===== config.mk =====
export PLATFORM = sky130hd
export DESIGN_NAME = orderTableDma
export DESIGN_NICKNAME = d
export VERILOG_FILES = /design/src/rtl/otcPkg.sv /design/src/rtl/otcControl.sv /design/src/rtl/otcDatapath.sv /design/src/rtl/orderTableDma.sv
export SDC_FILE = /design/constraint.sdc
export NUM_CORES = 1
export LEC_CHECK = 0
export ABC_AREA = 1
export BUFFER_PORTS_ARGS = -buffer_cell sky130_fd_sc_hd__clkbuf_2
export CAP_MARGIN = 15
export CORE_MARGIN = 4
export CORE_UTILIZATION = 46
export CTS_BUF_LIST = sky130_fd_sc_hd__clkbuf_8
export DETAILED_ROUTE_END_ITERATION = 10
export PLACE_DENSITY = 0.89
export SKIP_LAST_GASP = 1
export SLEW_MARGIN = 20
export SYNTH_ARGS = -nofsm -noshare
export SYNTH_HDL_FRONTEND = slang
export SYNTH_SLANG_ARGS = --single-unit

===== constraint.sdc =====
create_clock -name clk -period 1.4 [get_ports clk]
set_input_delay 0.07 -clock clk [delete_from_list [all_inputs] [get_ports clk]]
set_output_delay 0.07 -clock clk [all_outputs]
set_load 0.1 [all_outputs]

===== src/rtl/otcPkg.sv =====
package otcPkg;
  localparam logic [1:0] SEL_BASE  = 2'd0;
  localparam logic [1:0] SEL_COUNT = 2'd1;
  localparam logic [1:0] SEL_CTRL  = 2'd2;

  localparam int BIT_STEP_DN = 1;
  localparam int BIT_BUSY    = 24;
  localparam int BIT_FORCE   = 28;
  localparam int BIT_SNOOP   = 30;

  typedef struct packed {
    logic load;
    logic step;
  } otcStrobe_t;
endpackage


===== src/rtl/otcControl.sv =====
module otcControl
  import otcPkg::*;
#(
  parameter int ADDR_W = 24,
  parameter int CNT_W  = 16,
  parameter int DATA_W = 32
) (
  input  logic              clk,
  input  logic              rstN,
  input  logic              regWrEn,
  input  logic [1:0]        regSel,
  input  logic [DATA_W-1:0] regWrData,
  input  logic              extEnable,
  input  logic              memGrant,
  input  logic              isLast,
  output otcStrobe_t        strobe,
  output logic [ADDR_W-1:0] baseReg,
  output logic [CNT_W-1:0]  countReg,
  output logic [DATA_W-1:0] ctrlOut,
  output logic              donePulse
);
  logic busyFlag, forceFlag, snoopFlag, running;
  logic ctrlWrite, startNow, lastStep;

  always_comb begin
    ctrlWrite   = regWrEn && (regSel == SEL_CTRL);
    startNow    = busyFlag && !running && (forceFlag || extEnable) && !ctrlWrite;
    strobe.load = startNow;
    strobe.step = running && memGrant;
    lastStep    = strobe.step && isLast;
  end

  always_comb begin
    ctrlOut              = '0;
    ctrlOut[BIT_STEP_DN] = 1'b1;
    ctrlOut[BIT_BUSY]    = busyFlag;
    ctrlOut[BIT_FORCE]   = forceFlag;
    ctrlOut[BIT_SNOOP]   = snoopFlag;
  end

  always_ff @(posedge clk) begin
    if (!rstN) begin
      baseReg   <= '0;
      countReg  <= '0;
      busyFlag  <= 1'b0;
      forceFlag <= 1'b0;
      snoopFlag <= 1'b0;
      running   <= 1'b0;
      donePulse <= 1'b0;
    end else begin
      donePulse <= lastStep;
      if (regWrEn && regSel == SEL_BASE)  baseReg  <= regWrData[ADDR_W-1:0];
      if (regWrEn && regSel == SEL_COUNT) countReg <= regWrData[CNT_W-1:0];
      if (ctrlWrite && !running) begin
        busyFlag  <= regWrData[BIT_BUSY];
        forceFlag <= regWrData[BIT_FORCE];
        snoopFlag <= regWrData[BIT_SNOOP];
      end else if (startNow) begin
        running   <= 1'b1;
        forceFlag <= 1'b0;
      end else if (lastStep) begin
        running   <= 1'b0;
        busyFlag  <= 1'b0;
      end
    end
  end


  start_clears_force_chk: assert property (@(posedge clk) disable iff (!rstN)
    strobe.load |=> running && !forceFlag);


  step_needs_busy_chk: assert property (@(posedge clk) disable iff (!rstN)
    strobe.step |-> busyFlag);


  done_single_chk: assert property (@(posedge clk) disable iff (!rstN)
    donePulse |=> !donePulse);


  done_idle_chk: assert property (@(posedge clk) disable iff (!rstN)
    donePulse |-> !busyFlag && !running);


  busy_hold_chk: assert property (@(posedge clk) disable iff (!rstN)
    running && !lastStep |=> busyFlag && running);
endmodule


===== src/rtl/otcDatapath.sv =====
module otcDatapath
  import otcPkg::*;
#(
  parameter int ADDR_W = 24,
  parameter int CNT_W  = 16,
  parameter int DATA_W = 32
) (
  input  logic              clk,
  input  logic              rstN,
  input  otcStrobe_t        strobe,
  input  logic [ADDR_W-1:0] baseReg,
  input  logic [CNT_W-1:0]  countReg,
  output logic              isLast,
  output logic [ADDR_W-1:0] memAddr,
  output logic [DATA_W-1:0] memData
);
  localparam int REM_W = CNT_W + 1;
  localparam int PAD_W = DATA_W - ADDR_W;
  localparam logic [ADDR_W-1:0] END_MARK  = {ADDR_W{1'b1}};
  localparam logic [ADDR_W-1:0] WORD_STEP = ADDR_W'(4);
  localparam logic [REM_W-1:0]  FULL_CNT  = REM_W'(1) << CNT_W;

  logic [ADDR_W-1:0] curAddr;
  logic [REM_W-1:0]  remaining;
  logic [ADDR_W-1:0] linkAddr;

  always_comb begin
    isLast   = (remaining == REM_W'(1));
    linkAddr = isLast ? END_MARK : (curAddr - WORD_STEP);
    memAddr  = curAddr;
    memData  = {{PAD_W{1'b0}}, linkAddr};
  end

  always_ff @(posedge clk) begin
    if (!rstN) begin
      curAddr   <= '0;
      remaining <= '0;
    end else if (strobe.load) begin
      curAddr   <= {baseReg[ADDR_W-1:2], 2'b00};
      remaining <= (countReg == '0) ? FULL_CNT : {1'b0, countReg};
    end else if (strobe.step) begin
      curAddr   <= curAddr - WORD_STEP;
      remaining <= remaining - REM_W'(1);
    end
  end


  aligned_addr_chk: assert property (@(posedge clk) disable iff (!rstN)
    strobe.step |-> curAddr[1:0] == 2'b00);


  count_live_chk: assert property (@(posedge clk) disable iff (!rstN)
    strobe.step |-> remaining != '0);


  link_aligned_chk: assert property (@(posedge clk) disable iff (!rstN)
    strobe.step && !isLast |-> memData[1:0] == 2'b00);
endmodule


===== src/rtl/orderTableDma.sv =====
module orderTableDma
  import otcPkg::*;
#(
  parameter int ADDR_W = 24,
  parameter int CNT_W  = 16,
  parameter int DATA_W = 32
) (
  input  logic              clk,
  input  logic              rstN,
  input  logic              regWrEn,
  input  logic [1:0]        regSel,
  input  logic [DATA_W-1:0] regWrData,
  output logic [DATA_W-1:0] baseAddrOut,
  output logic [DATA_W-1:0] countOut,
  output logic [DATA_W-1:0] ctrlOut,
  input  logic              extEnable,
  input  logic              memGrant,
  output logic              memWrEn,
  output logic [ADDR_W-1:0] memAddr,
  output logic [DATA_W-1:0] memData,
  output logic              donePulse
);
  otcStrobe_t        strobe;
  logic [ADDR_W-1:0] baseReg;
  logic [CNT_W-1:0]  countReg;
  logic              isLast;

  otcControl #(.ADDR_W(ADDR_W), .CNT_W(CNT_W), .DATA_W(DATA_W)) ctrlUnit (
    .clk(clk), .rstN(rstN), .regWrEn(regWrEn), .regSel(regSel),
    .regWrData(regWrData), .extEnable(extEnable), .memGrant(memGrant),
    .isLast(isLast), .strobe(strobe), .baseReg(baseReg), .countReg(countReg),
    .ctrlOut(ctrlOut), .donePulse(donePulse)
  );

  otcDatapath #(.ADDR_W(ADDR_W), .CNT_W(CNT_W), .DATA_W(DATA_W)) pathUnit (
    .clk(clk), .rstN(rstN), .strobe(strobe), .baseReg(baseReg),
    .countReg(countReg), .isLast(isLast), .memAddr(memAddr), .memData(memData)
  );

  assign memWrEn     = strobe.step;
  assign baseAddrOut = {{(DATA_W-ADDR_W){1'b0}}, baseReg};
  assign countOut    = {{(DATA_W-CNT_W){1'b0}}, countReg};


  write_granted_chk: assert property (@(posedge clk) disable iff (!rstN)
    memWrEn |-> memGrant && ctrlOut[BIT_BUSY]);
endmodule


# After elaboration in Yosys (flattened, before gate mapping)
# Index checks and enable logic that the tools add are counted.
[word_totals]
output_inout_bits = 154
regBits = 86
elab_cells = 51
[op_classes]
n_bitwise = 2
n_reduce_logical = 21
add_sub_neg = 2
n_mux = 12
eq_ne = 4
[ops]
columns = ["op", "n"]
rows = [
  ["$mux 24", 3],
  ["$mux 17", 3],
  ["$sub 24x3->24 const B", 1],
  ["$eq 17x1->1 const B", 1],
  ["$sub 17x1->17 const B", 1],
  ["$logic_not 16->1", 1],
  ["$logic_and 1x1->1", 9],
  ["$reduce_bool 2->1", 4],
  ["$mux 1", 6],
  ["$reduce_and 2->1", 2],
  ["$eq 2x1->1 const B", 1],
  ["$eq 2x2->1 const B", 1],
  ["$logic_not 1->1", 2],
  ["$logic_not 2->1", 1],
  ["$ne 2x2->1 const B", 1],
  ["$not 1->1", 2],
  ["$reduce_or 2->1", 1],
  ["$logic_or 1x1->1", 1],
]

# Longest topological paths before layout
[logic_depth]
ltp_word = 6
mapped_depth = 11

# Modules after synthesis
# Synthesis repeated with hierarchy kept, for this count alone.
[hier_totals]
hier_cells = 736
area_unflattened_um2 = 5092.4
[by_module_without_submodules]
columns = ["mod", "n_inst", "cells_each", "area_per_inst_um2"]
rows = [
  ["otcDatapath", 1, 463, 3015.4],
  ["otcControl", 1, 248, 1893.1],
  ["orderTableDma", 1, 25, 183.9],
]

# Worst setup path before layout
# Ideal clock, no wire load.
[synth_timing]
path_type = "register to output"
from = "register pathUnit.curAddr[2], in the netlist pathUnit.memAddr[2]"
to = "output memData[18]"
t_arrival_ns = 2.665
slack_ns = -1.335
path_stages_with_launch = 8
path_buffers = 0
t_required_ns = 1.330
cell_sequence = "dfxtp_1 > inv_1 > ha_1 > nand2_1 > nor2_1 > nand2_1 > xor2_1 > or2_1"
[synth_via]
elab_chain_cells = 2
[synth_rtl]
columns = ["element", "line", "rtl"]
rows = [
  ["from (decl)", "otcDatapath.sv:23", "logic [ADDR_W-1:0] curAddr;"],
  ["from (signal assigned)", "otcDatapath.sv:39", "curAddr <= {baseReg[ADDR_W-1:2], 2'b00};"],
  ["from (signal assigned)", "otcDatapath.sv:42", "curAddr <= curAddr - WORD_STEP;"],
  ["$sub 24x3->24", "otcDatapath.sv:29", "linkAddr = isLast ? END_MARK : (curAddr - WORD_STEP);"],
  ["$mux 24", "otcDatapath.sv:29", ""],
  ["to (decl)", "orderTableDma.sv:20", "output logic [DATA_W-1:0] memData,"],
]
# Every way passes these cells.

# Final worst setup path
[layout_timing]
from = "register pathUnit.curAddr[16], in the netlist pathUnit.memAddr[16]"
to = "output memData[18]"
# Same word-level chain as after synthesis.

==> flow_metrics.tcl <==
set metrics [dict create \
    status "complete, but fails checks" \
    drc 0 \
    place.gp.congestion 0.938 \
    grt_max_degree 45 \
    portBuffers 124 \
    fin_area_um2 7850 \
    yosys_warnings 0 \
    grtUsageTotal_pct 28.0 \
    peakVddDrop_v 0.000929 \
    yosysUniqueCellTypes 37 \
    dr.pass1.iters 9 \
    synthAdderAreaFrac_pct 0.765 \
    fin_ws_ns -0.730 \
    skew_ns 0.0164 \
    ant_nets 0 \
    cts_buffer_depth 2 \
    slowest_stage "dfxtp_4" \
    die_y_um 111 \
    min_path_cells 3 \
    area_delta_synth_final_pct 59.9 \
    drv_slew 0 \
    max_freq_mhz 470 \
    synthSimpleGateAreaFrac_pct 28.4 \
    failed_checks "setup timing" \
    rr_endpoint "pathUnit.memAddr[22]" \
    synth_xor_xnor_area_share_pct 2.32 \
    final_common_cell "nand2_1" \
    die_area_um2 12400 \
    synth.ff_latch_count 84 \
    overflow 0 \
    most-common-layout-cells "nand2_1 (100), clkbuf_2 (86), nor2_1 (85), buf_4 (75)" \
    synth_top_family_by_area "simple AND/OR/NAND/NOR gates" \
    min_to "ctrlUnit.baseReg[3]" \
    r2r_setup_slack_ns -0.40 \
    synth_ff_type "dfxtp_1" \
    multi_input_area_um2 3270 \
    synth-seq-area-share_pct 34.3 \
    clock-sinks 84 \
    avgViaCountPerCell 6.06 \
    r2r_cells 8 \
    drtIter0Drc 1320 \
    wl_per_cell_um 21.9 \
    clk_latency_ns 0.38 \
    whs_ns 0.0282 \
    first_global_vias 5597 \
    cp.arrival_ns 2.06 \
    cts_buffers 9 \
    synthMuxAreaShare_pct 0 \
    syn_area_um2 4910 \
    async_flop_share_pct 0 \
    initial_core_util_pct 47.3 \
    regToRegStartpoint "pathUnit.memAddr[18]" \
    worst_slew_pin_slew_ns 0.616 \
    synth_edf_count 0 \
    root_buffer "clkbuf_8" \
    grt_pass1_wl_mm 28.4 \
    final_nets 1004 \
    clk_pin_slew_ns 0.10 \
    pin_count 193 \
    wl_mm 24.2 \
    placed_cell_area_um2 6650 \
    p_leak_nw 3.81 \
    chipWidth_um 111 \
    max_slew_margin_pct 59.1 \
    vias 6680 \
    cp_slowest_stage_delay_ns 0.38 \
    diodes 0 \
    path_class "reg2out" \
    seq_area_um2 1790 \
    core_area_um2 10400 \
    tritoncts "done" \
    finalSetupTns_ns -18.64 \
    nFillCells 574 \
    setup_violations 61 \
    critPathRequiredTime_ns 1.33 \
    avgSynthCellArea_um2 6.58 \
    startpoint_type "flip-flop" \
    rows 37 \
    htree_levels 3 \
    post-route-period-util_pct 152 \
    path_max_fanout 3 \
    hold_start "regWrData[3]" \
    synthCells 746 \
    cp_common_cell "nand2_1" \
    finalHoldViolations 0 \
    period_minus_slack_ns 2.13 \
    synth_compound_area_share_pct 14.9 \
    endpoint_kind "output port" \
    hold_class "in2reg" \
    dpl.hpwl_mm 12.5 \
    power.density_nw_per_um2 1150 \
    grt_antenna_before_repair 0 \
    max-cap-violations 0 \
    crit_chain "nor2_2 -> nand2_1 -> nor2_4 -> nand2_1 -> xor2_2 -> or2_4 -> buf_12" \
    drive_gt1_share_pct 44.4 \
    rsz0062_at_grt "yes" \
    dp_slack_ns -0.109 \
    total_power_mw 9.02 \
]
## registers in the layout, summed over array words and instances (netlist names)
signal / flops
ctrlUnit.donePulse: 1
pathUnit.remaining: 17
ctrlUnit.forceFlag: 1
ctrlUnit.busyFlag: 1
ctrlUnit.baseReg: 24
ctrlUnit.running: 1
ctrlUnit.countReg: 16
pathUnit.memAddr: 22
ctrlUnit.snoopFlag: 1
## logic make-up (layout without fill, tap and decap cells)
kind of cell    Yosys count  after routing
simple gates            330            330
buf+inv                 174            334
compound gates          140            140
flops                    84             84
xor+xnor                 13             13
fa+ha+maj                 3              3
other cells               2             63
## routing by layer
layer / track usage [%] / vias up / share of wire (%)
met4: 13.9 / 0 / 7.9
met2: 45.3 / 793 / 44
met5: 0 / - / 0
met3: 7.31 / 224 / 15
li1: - / 2677 / -
met1: 34.5 / 2986 / 33
## timing repair
item                                    CTS  global route
endpoints found under the hold margin    24             0
resized for setup                        29           148
pin swaps                                 8            35
hold buffers                             24             0
endpoints found under the setup margin   35            68
setup buffers                             2            20
cloned                                    1             1
## how the worst max path moves through the flow
| stage | start | to | slack [ns] | depth (start not counted) |
|---|---|---|---|---|
| 2_1_floorplan | pathUnit.memAddr[2] | memData[18] | -0.18 | 7 |
| 3_3_place_gp | pathUnit.memAddr[3] | memData[16] | -0.11 | 8 |
| 3_5_place_dp | pathUnit.memAddr[3] | memData[16] | -0.11 | 8 |
| 4_1_cts | pathUnit.memAddr[3] | memData[16] | -0.49 | 8 |
| 5_1_grt | pathUnit.memAddr[14] | memData[18] | -0.79 | 7 |
| 6_report | pathUnit.memAddr[16] | memData[18] | -0.73 | 7 |
## cell usage after synthesis (2+ instances only)
cell type / number / area, µm²
buf_4: 68 / 510
clkbuf_1: 14 / 52.6
o211ai_1: 3 / 22.5
o21ai_0: 74 / 370
dfxtp_1: 84 / 1680
buf_2: 10 / 50.1
nor2_1: 116 / 435
o21ai_1: 2 / 10.0
inv_1: 72 / 270
nand2_1: 141 / 529
o221ai_1: 2 / 17.5
buf_6: 3 / 33.8
a21oi_1: 49 / 245
xor2_1: 12 / 105
or2_2: 6 / 37.5
or2_1: 3 / 18.8
o22ai_1: 3 / 18.8
nand3b_1: 3 / 22.5
nand2_4: 2 / 22.5
inv_2: 5 / 18.8
a31oi_1: 4 / 25.0
nand4_1: 8 / 50.1
ha_1: 3 / 37.5
conb_1: 2 / 7.51
nand3_1: 37 / 185
nor2_2: 9 / 56.3
## through the flow
stage	std cells	utilization [%]
floorplan	807	-
global placement	1041	64.2
detailed placement	1041	64.2
CTS	1084	69.6
global route	1103	75.7
finish	1103	75.7
## critical path, delay by kind of cell (launching register included)
kind,cells,cell delay [ns]
buf+inv,1,0.16
simple gates,5,0.92
xor+xnor,1,0.21
flops,1,0.38
## where the power goes
part | total (mW) | switching, mW | leakage, nW | internal (mW)
Clock | 1.75 | 1.07 | 0.0939 | 0.675
Combinational | 4.70 | 3.43 | 3.01 | 1.28
Sequential | 2.57 | 0.108 | 0.712 | 2.46
## area by class of cell
type                    count  area share (%)
repair buffers            240            27.1
flip-flops and latches     84            22.8
well taps                 136            2.17
inverters                  78            3.95
clock inverters             7           0.733
multi-input cells         549            41.7
clock buffers               9            1.58
No activity file was read; power rests on OpenSTA's default activity.
